===== config.mk =====
export PLATFORM = sky130hd
export DESIGN_NAME = evt_wake_irq
export DESIGN_NICKNAME = d
export VERILOG_FILES = /design/src/rtl/evt_wake_irq.sv
export SDC_FILE = /design/constraint.sdc
export NUM_CORES = 1
export LEC_CHECK = 0
export BUFFER_PORTS_ARGS = -buffer_cell sky130_fd_sc_hd__buf_2
export CORE_ASPECT_RATIO = 0.9
export CORE_MARGIN = 2
export CORE_UTILIZATION = 46
export CTS_CLUSTER_DIAMETER = 40
export DETAILED_ROUTE_END_ITERATION = 10
export PLACE_DENSITY = 0.81
export SETUP_SLACK_MARGIN = 0.2
export SLEW_MARGIN = 5
export SYNTH_ARGS = -nofsm -noshare
export SYNTH_HDL_FRONTEND = slang
export SYNTH_SLANG_ARGS = --single-unit

===== constraint.sdc =====
create_clock -name clk -period 1.2 [get_ports clk]
set_clock_uncertainty 0.15 [all_clocks]
set_input_delay 0.18 -clock clk [delete_from_list [all_inputs] [get_ports clk]]
set_output_delay 0.18 -clock clk [all_outputs]
set_load 0.05 [all_outputs]

===== src/rtl/evt_wake_irq.sv =====
module evt_wake_irq #(
  parameter int PORT_W = 4
) (
  input  logic              clk,
  input  logic              rst_n,
  input  logic              div0_ovf,
  input  logic              tmr0_unf,
  input  logic              tmr1_unf,
  input  logic [PORT_W-1:0] port_in,
  input  logic              ext_n,
  input  logic              cfg_we,
  input  logic              cfg_sel,
  input  logic [7:0]        cfg_data,
  input  logic              glb_en,
  input  logic              glb_dis,
  input  logic              irq_ack,
  output logic              wake,
  output logic              irq_req,
  output logic [2:0]        irq_id
);
  localparam logic [7:0] LIVE = 8'b1001_0111;

  logic [7:0] hold_en, irq_en, flags, pend, raw, clr;
  logic       gie, accept;
  logic [1:0] ext_s;
  logic       ext_q;
  logic [PORT_W-1:0] port_s1, port_s2, port_q;

  wire ext_fall = ext_q & ~ext_s[1];
  wire port_chg = |(port_s2 ^ port_q);
  wire ien_wr   = cfg_we & cfg_sel;

  assign raw     = {tmr1_unf, 2'b00, ext_fall, 1'b0, port_chg, tmr0_unf, div0_ovf};
  assign pend    = flags & irq_en & LIVE;
  assign wake    = |(flags & hold_en & LIVE);
  assign irq_req = gie & |pend;
  assign accept  = irq_ack & irq_req;
  assign clr     = accept ? (8'd1 << irq_id) : 8'd0;

  always_comb begin
    irq_id = 3'd0;
    for (int i = 7; i >= 0; i--)
      if (pend[i]) irq_id = 3'(i);
  end

  always_ff @(posedge clk) begin
    if (!rst_n) begin
      ext_s   <= 2'b11;
      ext_q   <= 1'b1;
      port_s1 <= '0;
      port_s2 <= '0;
      port_q  <= '0;
    end else begin
      ext_s   <= {ext_s[0], ext_n};
      ext_q   <= ext_s[1];
      port_s1 <= port_in;
      port_s2 <= port_s1;
      port_q  <= port_s2;
    end
  end

  always_ff @(posedge clk) begin
    if (!rst_n) begin
      hold_en <= '0;
      irq_en  <= '0;
      flags   <= '0;
      gie     <= 1'b0;
    end else begin
      if (cfg_we && !cfg_sel) hold_en <= cfg_data;
      if (ien_wr) irq_en <= cfg_data;
      flags <= ((flags & ~clr) | raw) & LIVE;
      if (glb_dis)              gie <= 1'b0;
      else if (glb_en || ien_wr) gie <= 1'b1;
      else if (accept)          gie <= 1'b0;
    end
  end


  clear_one_chk: assert property (@(posedge clk) disable iff (!rst_n)
    accept |=> ((flags | (8'd1 << $past(irq_id))) & $past(flags)) == $past(flags));


  block_after_accept_chk: assert property (@(posedge clk) disable iff (!rst_n)
    (accept && !glb_en && !ien_wr) |=> !irq_req);


  global_off_chk: assert property (@(posedge clk) disable iff (!rst_n)
    glb_dis |=> !irq_req);


  id_legal_chk: assert property (@(posedge clk) disable iff (!rst_n)
    irq_req |-> (irq_id inside {3'd0, 3'd1, 3'd2, 3'd4, 3'd7}));


  wake_mask_chk: assert property (@(posedge clk) disable iff (!rst_n)
    wake |-> (hold_en != 8'd0));
endmodule


==> reports/metrics.cfg, run 1 <==
[critical_path]
required_ps=870
critPathTopFamily=compound AO/OA/AOI/OAI gates
reg2reg_depth=6
crit_slowest_cell=a222oi_1
worstSetupStartpoint=flags[2]$_SDFF_PN0_
worst_r2r_endpoint=flags[7]$_SDFF_PN0_
slowest_delay_ps=450
cp-endpoint=irq_req
r2r_setup_slack_ps=-460
path_buf_inv=2
crit_path_max_fanout=2
start_kind=flip-flop
critPathArrivalTime_ps=1520
rr_startpoint=flags[2]$_SDFF_PN0_
critical_path_depth=4
crit_path_cell_trace=a222oi_1, buf_4, a21oi_2, buf_6
cp-end-kind=output port
crit_type=reg2out

[synth]
syn_area_per_cell_um2=9.44
synth_top_area_share_pct=53.9
synth.distinct_cells=24
yosys_warnings=0
ys_ff_latch=31
synth_area_mm2=0.00115
yosys-top-cells-area=dfxtp_1, and2_1, a21oi_1, mux2i_1, nand2_1
syn_inst=122
syn_nets=145
yosysSeqAreaShare_pct=53.9
yosysTopAreaCell=dfxtp_1

[timing]
rsz0062_at_grt=true
finalSetupTns_ps=-4620
relSlewSlack_pct=70.9
period_share_pct=154
finalWorstSetupSlack_ps=-646
setup_viol=10
hold_viol_final=1
fmax_ghz=0.542
fin_crit_ps=1850
fin_hold_ws_ps=-65.3
drv_slew=0
worstMarginPinSlew_ps=437

[power_and_ir_drop]
ir_drop_mv=1.72
p_leak_uw=0.000822
power_density_mw_per_mm2=1300

[cells_and_area]
fillers=151
multi_input_area_um2=576
area_growth_pct=55.0
diodes=0
nets=203
fin_util_pct=74.2
instances_no_fill=209
drive_gt1_share_pct=38.7
regArea_um2=633

[placement]
port_buffers=24
dp.cells=183
gp_congestion=0.855
post-dp-hpwl_um=1940
dp_slack_ps=-307

[route]
ant_nets=0
top_layer_used=met4
vias=1166
drt-initial-drc-count=75
routedWlPerCell_um=15.9
met2_length_um=1550
viasPerCell=5.58
drt-pass1-iter-count=5
finalWirelength_um=3320
wl_met1_um=1330
drc=0
dr_wl_met3_um=292

[global_routing]
grt_pass1_wl_um=5040
grt_antenna_before_repair=0
grt_max_degree=19
groute.usage.overall_pct=23.6
grt_pass1_vias=1126
grt_remaining_overflow=0

[clocking]
cts.sinks=31
worstSkewPairLatency_ps=340
cts_tree=done
cts-hold-fix-buffers=13
ctsLongestPathBuffers=2
clk_pin_slew_ps=100
cts-buffers-inserted=5
cts-root-buf=clkbuf_4
htree_num_levels=2

[outcome]
status=finished with violations
violations=negative hold slack, negative setup slack

[floorplanning]
dieArea_mm2=0.00292
rows=17
pin_count=28
die_w_um=56.7
coreArea_mm2=0.00240
start_util_pct=47.9
die_h_um=51.5

[flow_run]
drv_cap=0

[min_path]
hp-class=in2reg

-- routing by layer --
metal / vias to the layer above / GRT usage [%]
met5: - / 0
met4: 0 / 17.1
met3: 17 / 10.9
met2: 67 / 36.0
met1: 540 / 25.7
li1: 542 / -
-- cells in the final DEF, fill, tap and decap left out, types with 3 or more instances in the layout --
cell,n
a21oi_1,8
o21ai_0,3
buf_6,11
nand2b_1,3
nor2_1,6
xor2_1,4
nand2_1,9
and2_1,12
nand3_1,8
dlygate4sd3_1,13
mux2i_1,5
dfxtp_2,4
buf_4,13
clkbuf_4,5
dfxtp_1,25
buf_2,19
a21oi_2,5
-- flip-flops by register name, summed over array words and instances (netlist names) --
signal,count
ext_q,1
irq_en,5
port_s1,4
flags,5
gie,1
port_s2,4
ext_s,2
hold_en,5
port_q,4
-- synthesized netlist by cell type --
master,count
dfxtp_1,31
a21oi_1,14
and2_1,12
nand2_1,11
nand3_1,8
nor2_1,6
mux2i_1,5
nand2b_1,4
o21ai_0,4
xor2_1,4
a22oi_1,3
clkbuf_1,3
nor2b_1,3
a222oi_1,2
buf_2,2
inv_1,2
a211o_1,1
a22o_1,1
a31oi_1,1
and3_1,1
and4b_1,1
nand4_1,1
nand4b_1,1
nor4_1,1
-- kinds of logic (layout without fill, tap and decap cells) --
kind of cell,Yosys count,count (layout),share of synthesized area [%]
AO/OA/AOI/OAI,26,26,13.6
XOR/XNOR,4,4,3.04
buffers and inverters,7,66,2.50
flip-flops,31,31,53.9
multiplexers,5,5,4.35
AND/OR/NAND/NOR,49,49,22.6
-- power by group --
part | switching (uW) | internal [uW] | total (uW)
sequential | 36.0 | 1080 | 1120
clock | 364 | 492 | 856
combinational | 165 | 181 | 346
total | 565 | 1750 | 2320
-- per-stage QoR --
step	power (uW)	instance area (um^2)
after floorplan	1280	1210
after global placement	1370	1430
after detailed placement	1380	1430
after CTS	2280	1730
after global routing	2400	1780
final	2320	1780
-- worst min path at each step --
stage / startpoint / to / slack, ps / depth (start not counted)
after detailed placement: ext_n / ext_s[0]$_SDFF_PN1_ / 230 / 2
after floorplan: rst_n / ext_q$_SDFF_PN1_ / 100 / 1
after global placement: ext_n / ext_s[0]$_SDFF_PN1_ / 210 / 2
final: glb_dis / gie$_SDFFE_PP0P_ / -70 / 3
after global routing: glb_dis / gie$_SDFFE_PP0P_ / -60 / 3
after CTS: glb_dis / gie$_SDFFE_PP0P_ / -60 / 3
-- worst reg2reg max path, delay by kind of cell (launching register included) --
kind | cells | cell delay [ps]
buffers and inverters | 3 | 400
AND/OR/NAND/NOR | 1 | 190
flip-flops | 1 | 330
AO/OA/AOI/OAI | 2 | 500
-- cell type report --
cell class | count | share of cell area (%)
clock inverters | 2 | 1.96
multi-input cells | 84 | 32.3
repair buffers | 56 | 25.0
inverters | 2 | 0.421
well taps | 28 | 1.96
flip-flops and latches | 31 | 35.5
clock buffers | 6 | 2.88
-- what timing repair did --
item | in CTS | in global routing
setup buffers | 1 | 4
resized for setup | 24 | 7
pin swaps | 9 | 3
gates cloned | 0 | 0
hold endpoints to repair | 18 | 1
endpoints found under the setup margin | 11 | 11
Power figures use the tool's default switching activity.
==> inputs of run 2 (changes only) <==
--- a/config.mk
+++ b/config.mk
@@ -7,9 +7,9 @@
 export LEC_CHECK = 0
 export BUFFER_PORTS_ARGS = -buffer_cell sky130_fd_sc_hd__buf_2
 export CORE_ASPECT_RATIO = 0.9
-export CORE_MARGIN = 2
+export CORE_MARGIN = 3
 export CORE_UTILIZATION = 46
-export CTS_CLUSTER_DIAMETER = 40
+export CTS_CLUSTER_DIAMETER = 60
 export DETAILED_ROUTE_END_ITERATION = 10
 export PLACE_DENSITY = 0.81
 export SETUP_SLACK_MARGIN = 0.2
==> run 2 against run 1 <==
Net effect:
- the run still ends with negative hold slack, negative setup slack left
- largest power group unchanged
- non-clock buffer count grew 3
- fmax grew 1.8%
- power shrank 9.0%
- hold slack lost 6.3 ps
- global-route usage shrank 1.2 points
- flip-flop and latch count is the same
- largest cell class unchanged
==> reports/metrics.cfg, run 2 (synthesis gave the netlist of run 1 again) <==
[critical_path]
reg2reg_depth=4  ; was 6
r2r_setup_slack_ps=-320  ; was -460 ps
required_ps=870  ; about the same
critPathArrivalTime_ps=1480  ; was 1520 ps
worst_r2r_endpoint=flags[7]$_SDFF_PN0_  ; unchanged
cp-endpoint=irq_id[1]  ; was irq_req
rr_startpoint=flags[2]$_SDFF_PN0_  ; unchanged
crit_type=reg2out  ; unchanged
crit_path_max_fanout=4  ; was 2
cp-end-kind=output port  ; unchanged
worstSetupStartpoint=flags[0]$_SDFF_PN0_  ; was flags[2]$_SDFF_PN0_
start_kind=flip-flop  ; unchanged

[floorplanning]
coreArea_mm2=0.00228  ; was 0.00240 mm^2
rows=16  ; was 17
pin_count=28  ; unchanged
dieArea_mm2=0.00314  ; was 0.00292 mm^2
start_util_pct=50.4  ; was 47.9%
die_h_um=53.5  ; was 51.5 um
die_w_um=58.7  ; was 56.7 um

[global_routing]
grt_antenna_before_repair=0  ; unchanged
groute.usage.overall_pct=22.3  ; was 23.6%
grt_pass1_vias=1078  ; was 1126
grt_pass1_wl_um=4930  ; was 5040 um
grt_max_degree=19  ; unchanged
grt_remaining_overflow=0  ; unchanged

[placement]
port_buffers=24  ; unchanged
dp.cells=185  ; was 183
gp_congestion=0.907  ; was 0.855
placed_area_mm2=0.00145  ; was 0.00143 mm^2
post-dp-hpwl_um=1940  ; about the same

[cells_and_area]
instances_no_fill=210  ; was 209
area_growth_pct=56.0  ; was 55.0%
final_cell_area_mm2=0.00180  ; was 0.00178 mm^2
final_cell_mix=dfxtp_1, buf_2, buf_4  ; was dfxtp_1, buf_2, dlygate4sd3_1, buf_4, and2_1
drive_gt1_share_pct=40.4  ; was 38.7%
reg.largest.list=flags: 5 flops, hold_en: 5 flops, irq_en: 5 flops  ; unchanged
diodes=0  ; unchanged
nets=206  ; was 203
final_common_cell=dfxtp_1  ; unchanged

[power_and_ir_drop]
ir_drop_mv=1.00  ; was 1.72 mV
power_density_mw_per_mm2=1170  ; was 1300 mW/mm^2
power.total_uw=2110  ; was 2320 uW
p_leak_uw=0.000843  ; was 0.000822 uW

[timing]
worstMarginPinSlew_ps=371  ; was 437 ps
fin_crit_ps=1810  ; was 1850 ps
hold_viol_final=1  ; unchanged
fmax_ghz=0.551  ; was 0.542 GHz
drv_slew=0  ; unchanged
relSlewSlack_pct=75.3  ; was 70.9%
rsz0062_at_grt=true  ; unchanged
finalWorstSetupSlack_ps=-615  ; was -646 ps
setup_viol=10  ; unchanged
period_share_pct=151  ; was 154%
fin_hold_ws_ps=-71.5  ; was -65.3 ps

[route]
viasPerCell=5.57  ; was 5.58
vias=1169  ; was 1166
finalWirelength_um=3560  ; was 3320 um
drc=0  ; unchanged
routedWlPerCell_um=16.9  ; was 15.9 um
drt-initial-drc-count=53  ; was 75
drt-pass1-iter-count=4  ; was 5
ant_nets=0  ; unchanged

[clocking]
clk_pin_slew_ps=100  ; about the same
worstSkewPairLatency_ps=340  ; about the same
htree_num_levels=2  ; unchanged
cts-root-buf=clkbuf_4  ; unchanged
cts_tree=done  ; unchanged
ctsLongestPathBuffers=2  ; unchanged
cts-buffers-inserted=5  ; unchanged
cts.sinks=31  ; unchanged

[flow_run]
drv_cap=0  ; unchanged

[outcome]
violations=negative hold slack, negative setup slack  ; unchanged
status=finished with violations  ; unchanged

[min_path]
hp-class=in2reg  ; unchanged

## run 2: final cells by class
cell class	instances	area, um^2
Multi-Input combinational cell	84	587
Clock inverter	1	5.00
Timing Repair Buffer	59	479
Sequential cell	31	632
Tap cell	27	33.8
Fill cell	134	487
Clock buffer	6	51.3
Inverter	2	7.51
## run 2: where the power goes
group          leakage, uW  total, uW  switching [uW]  internal (uW)
combinational     0.000551        367             175            192
sequential        0.000258       1120            36.4           1080
clock            0.0000341        625             354            271
## run 2: worst min-delay path by stage
stage	startpoint	to	slack (ps)	depth (start not counted)
detailed placement	ext_n	ext_s[0]$_SDFF_PN1_	220	2
finish	glb_dis	gie$_SDFFE_PP0P_	-70	3
global route	glb_dis	gie$_SDFFE_PP0P_	-70	3
global placement	ext_n	ext_s[0]$_SDFF_PN1_	210	2
floorplan	rst_n	ext_q$_SDFF_PN1_	100	1
CTS	glb_dis	gie$_SDFFE_PP0P_	-70	3
## run 2: layer usage
| layer | routed length (um) | global-route usage (%) | share of wire [%] | vias to the layer above |
|---|---|---|---|---|
| met5 | 0 | 0 | 0 | - |
| met4 | 129 | 9.81 | 3.6 | 0 |
| met3 | 341 | 9.51 | 9.6 | 18 |
| met2 | 1780 | 35.8 | 50 | 68 |
| met1 | 1300 | 25.7 | 37 | 539 |
| li1 | - | - | - | 544 |
## run 2: critical path, cell delays in order, from the launching register on
cell     delay [ps]
dfxtp_2         350
buf_6           130
buf_4           130
a22o_4          240
a21oi_4         130
buf_6           170
## run 2: repair_timing
item | 4_1_cts | 5_1_grt
pin swaps | 9 | 6
hold buffers | 12 | 1
endpoints found under the hold margin | 18 | 2
resized for setup | 24 | 12
setup endpoints to repair | 11 | 13
setup buffers | 3 | 2
## run 2: per-stage QoR
| step | utilization (%) | hold WS [ps] | worst slack (ps) | setup TNS [ps] |
|---|---|---|---|---|
| finish | 78.7 | -71.5 | -615 | -3980 |
| detailed placement | 63.5 | 219 | -273 | -1780 |
| global route | 78.7 | -66.8 | -673 | -4670 |
| floorplan | - | 103 | -366 | -1380 |
| CTS | 75.7 | -72.0 | -566 | -3400 |
| global placement | 63.5 | 213 | -272 | -1730 |
==> inputs of run 3 (changes only) <==
--- a/config.mk
+++ b/config.mk
@@ -8,10 +8,11 @@
 export BUFFER_PORTS_ARGS = -buffer_cell sky130_fd_sc_hd__buf_2
 export CORE_ASPECT_RATIO = 0.9
 export CORE_MARGIN = 3
-export CORE_UTILIZATION = 46
+export CORE_UTILIZATION = 48
+export CTS_BUF_LIST = sky130_fd_sc_hd__clkbuf_8
 export CTS_CLUSTER_DIAMETER = 60
 export DETAILED_ROUTE_END_ITERATION = 10
-export PLACE_DENSITY = 0.81
+export PLACE_DENSITY = 0.84
 export SETUP_SLACK_MARGIN = 0.2
 export SLEW_MARGIN = 5
 export SYNTH_ARGS = -nofsm -noshare
==> run 3 against run 2 <==
Net effect:
- the run still ends with negative hold slack, negative setup slack left
- hold slack improved by 43 ps
- combinational power decreased by 2%
- global-route usage increased by 3.8 points
- sequential share of layout area decreased by 0.28 points
- first-iteration DRC count increased by 15%
- count of clock-buffer cells in the layout unchanged
- die area decreased by 3.7%
- sequential power about the same
- register-to-register slack got worse by 240 ps
- cell area increased by 1.4%
- critical path depth decreased by 1
- via count increased by 2.0%
- critical endpoint is now irq_req
- largest power group unchanged
==> reports/metrics.cfg, run 3 (synthesis gave the netlist of run 1 again) <==
[power_and_ir_drop]
p_leak_uw=0.000844  ; was 0.000843 uW
power_density_mw_per_mm2=1410  ; was 1170 mW/mm^2
power.total_uw=2560  ; was 2110 uW
ir_drop_mv=1.42  ; was 1.00 mV

[outcome]
violations=negative hold slack, negative setup slack  ; unchanged
status=finished with violations  ; unchanged

[clocking]
worstSkewPairLatency_ps=290  ; was 340 ps
cts_tree=done  ; unchanged
clk_pin_slew_ps=70  ; was 100 ps
cts-hold-fix-buffers=6  ; was 12
htree_num_levels=2  ; unchanged
ctsLongestPathBuffers=2  ; unchanged
cts-root-buf=clkbuf_8  ; was clkbuf_4
cts.sinks=31  ; unchanged
cts-buffers-inserted=5  ; unchanged

[route]
viasPerCell=5.81  ; was 5.57
vias=1192  ; was 1169
drc=0  ; unchanged
drt-initial-drc-count=61  ; was 53
ant_nets=0  ; unchanged
finalWirelength_um=3740  ; was 3560 um
drt-pass1-iter-count=4  ; unchanged
routedWlPerCell_um=18.2  ; was 16.9 um

[placement]
port_buffers=24  ; unchanged
gp_congestion=0.929  ; was 0.907
dp_slack_ps=-291  ; was -273 ps
post-dp-hpwl_um=2110  ; was 1940 um

[floorplanning]
start_util_pct=51.8  ; was 50.4%
pin_count=28  ; unchanged
coreArea_mm2=0.00222  ; was 0.00228 mm^2
rows=16  ; unchanged
dieArea_mm2=0.00302  ; was 0.00314 mm^2
die_w_um=57.6  ; was 58.7 um
die_h_um=52.5  ; was 53.5 um

[timing]
setup_viol=10  ; unchanged
fin_hold_ws_ps=-28.8  ; was -71.5 ps
fin_crit_ps=1780  ; was 1810 ps
worstMarginPinSlew_ps=402  ; was 371 ps
hold_viol_final=1  ; unchanged
period_share_pct=149  ; was 151%
finalWorstSetupSlack_ps=-582  ; was -615 ps
relSlewSlack_pct=73.2  ; was 75.3%
rsz0062_at_grt=true  ; unchanged
drv_slew=0  ; unchanged
fmax_ghz=0.561  ; was 0.551 GHz

[cells_and_area]
diodes=0  ; unchanged
final_cell_mix=dfxtp_1, buf_2, buf_6, buf_4, and2_1  ; was dfxtp_1, buf_2, buf_4
drive_gt1_share_pct=45.5  ; was 40.4%
fin_util_pct=81.9  ; was 78.7%
final_common_cell=dfxtp_1  ; unchanged
area_growth_pct=58.2  ; was 56.0%
nets=200  ; was 206
reg.largest.list=flags: 5 flops, hold_en: 5 flops, irq_en: 5 flops  ; unchanged

[flow_run]
drv_cap=0  ; unchanged

[critical_path]
required_ps=870  ; about the same
crit_type=reg2out  ; unchanged
critPathArrivalTime_ps=1450  ; was 1480 ps
start_kind=flip-flop  ; unchanged
cp-end-kind=output port  ; unchanged
crit_path_max_fanout=2  ; was 4

[global_routing]
grt_remaining_overflow=0  ; unchanged
groute.usage.overall_pct=26.2  ; was 22.3%
grt_pass1_wl_um=5670  ; was 4930 um
grt_max_degree=19  ; unchanged
grt_pass1_vias=1200  ; was 1078
grt_antenna_before_repair=0  ; unchanged

[min_path]
hp-class=in2reg  ; unchanged

## run 3: final cells by class
| cell class | count | area [um^2] |
|---|---|---|
| Clock buffer | 6 | 82.6 |
| Timing Repair Buffer | 53 | 420 |
| Clock inverter | 2 | 35.0 |
| Tap cell | 27 | 33.8 |
| Sequential cell | 31 | 636 |
| Fill cell | 121 | 402 |
| Multi-Input combinational cell | 84 | 606 |
| Inverter | 2 | 7.51 |
## run 3: where the power goes
| part | internal, uW | total [uW] | switching, uW |
|---|---|---|---|
| clock | 672 | 1080 | 410 |
| combinational | 180 | 361 | 181 |
| sequential | 1080 | 1120 | 40.5 |
| total | 1930 | 2560 | 632 |
## run 3: timing repair
| item | CTS | global route |
|---|---|---|
| setup endpoints to repair | 11 | 13 |
| pin swaps | 10 | 8 |
| setup buffers | 4 | 2 |
| hold endpoints to repair | 7 | 1 |
| gates resized for setup | 29 | 14 |
## run 3: worst max-delay path: stages (launching register included)
cell      delay (ps)
dfxtp_2          330
a222oi_1         430
buf_4            200
a21oi_2           50
buf_6            150
## run 3: worst paths after layout
kind,start,end,slack (ps),cells past startpoint
setup reg to reg,irq_en[2]$_SDFFE_PN0P_,flags[7]$_SDFF_PN0_,-560,7
setup / recovery,irq_en[2]$_SDFFE_PN0P_,irq_req,-580,4
hold reg to reg,ext_s[0]$_SDFF_PN1_,ext_s[1]$_SDFF_PN1_,260,1
hold / removal,glb_dis,gie$_SDFFE_PP0P_,-30,3
## run 3: per-stage QoR
| step | cells | TNS (ps) | cell area [um^2] |
|---|---|---|---|
| 2_1_floorplan | 122 | -1380 | 1210 |
| 3_3_place_gp | 185 | -1640 | 1450 |
| 3_5_place_dp | 185 | -1900 | 1450 |
| 4_1_cts | 203 | -3680 | 1750 |
| 5_1_grt | 205 | -5150 | 1820 |
| 6_report | 205 | -4660 | 1820 |
## run 3: routing by layer
metal / part of all wire [%] / GRT usage, % / up-vias / routed length [um]
met1: 40 / 28.6 / 556 / 1490
met3: 7.1 / 9.85 / 23 / 265
met4: 5.1 / 15.8 / 0 / 191
li1: - / - / 532 / -
met2: 48 / 43.0 / 81 / 1790
met5: 0 / 0 / - / 0
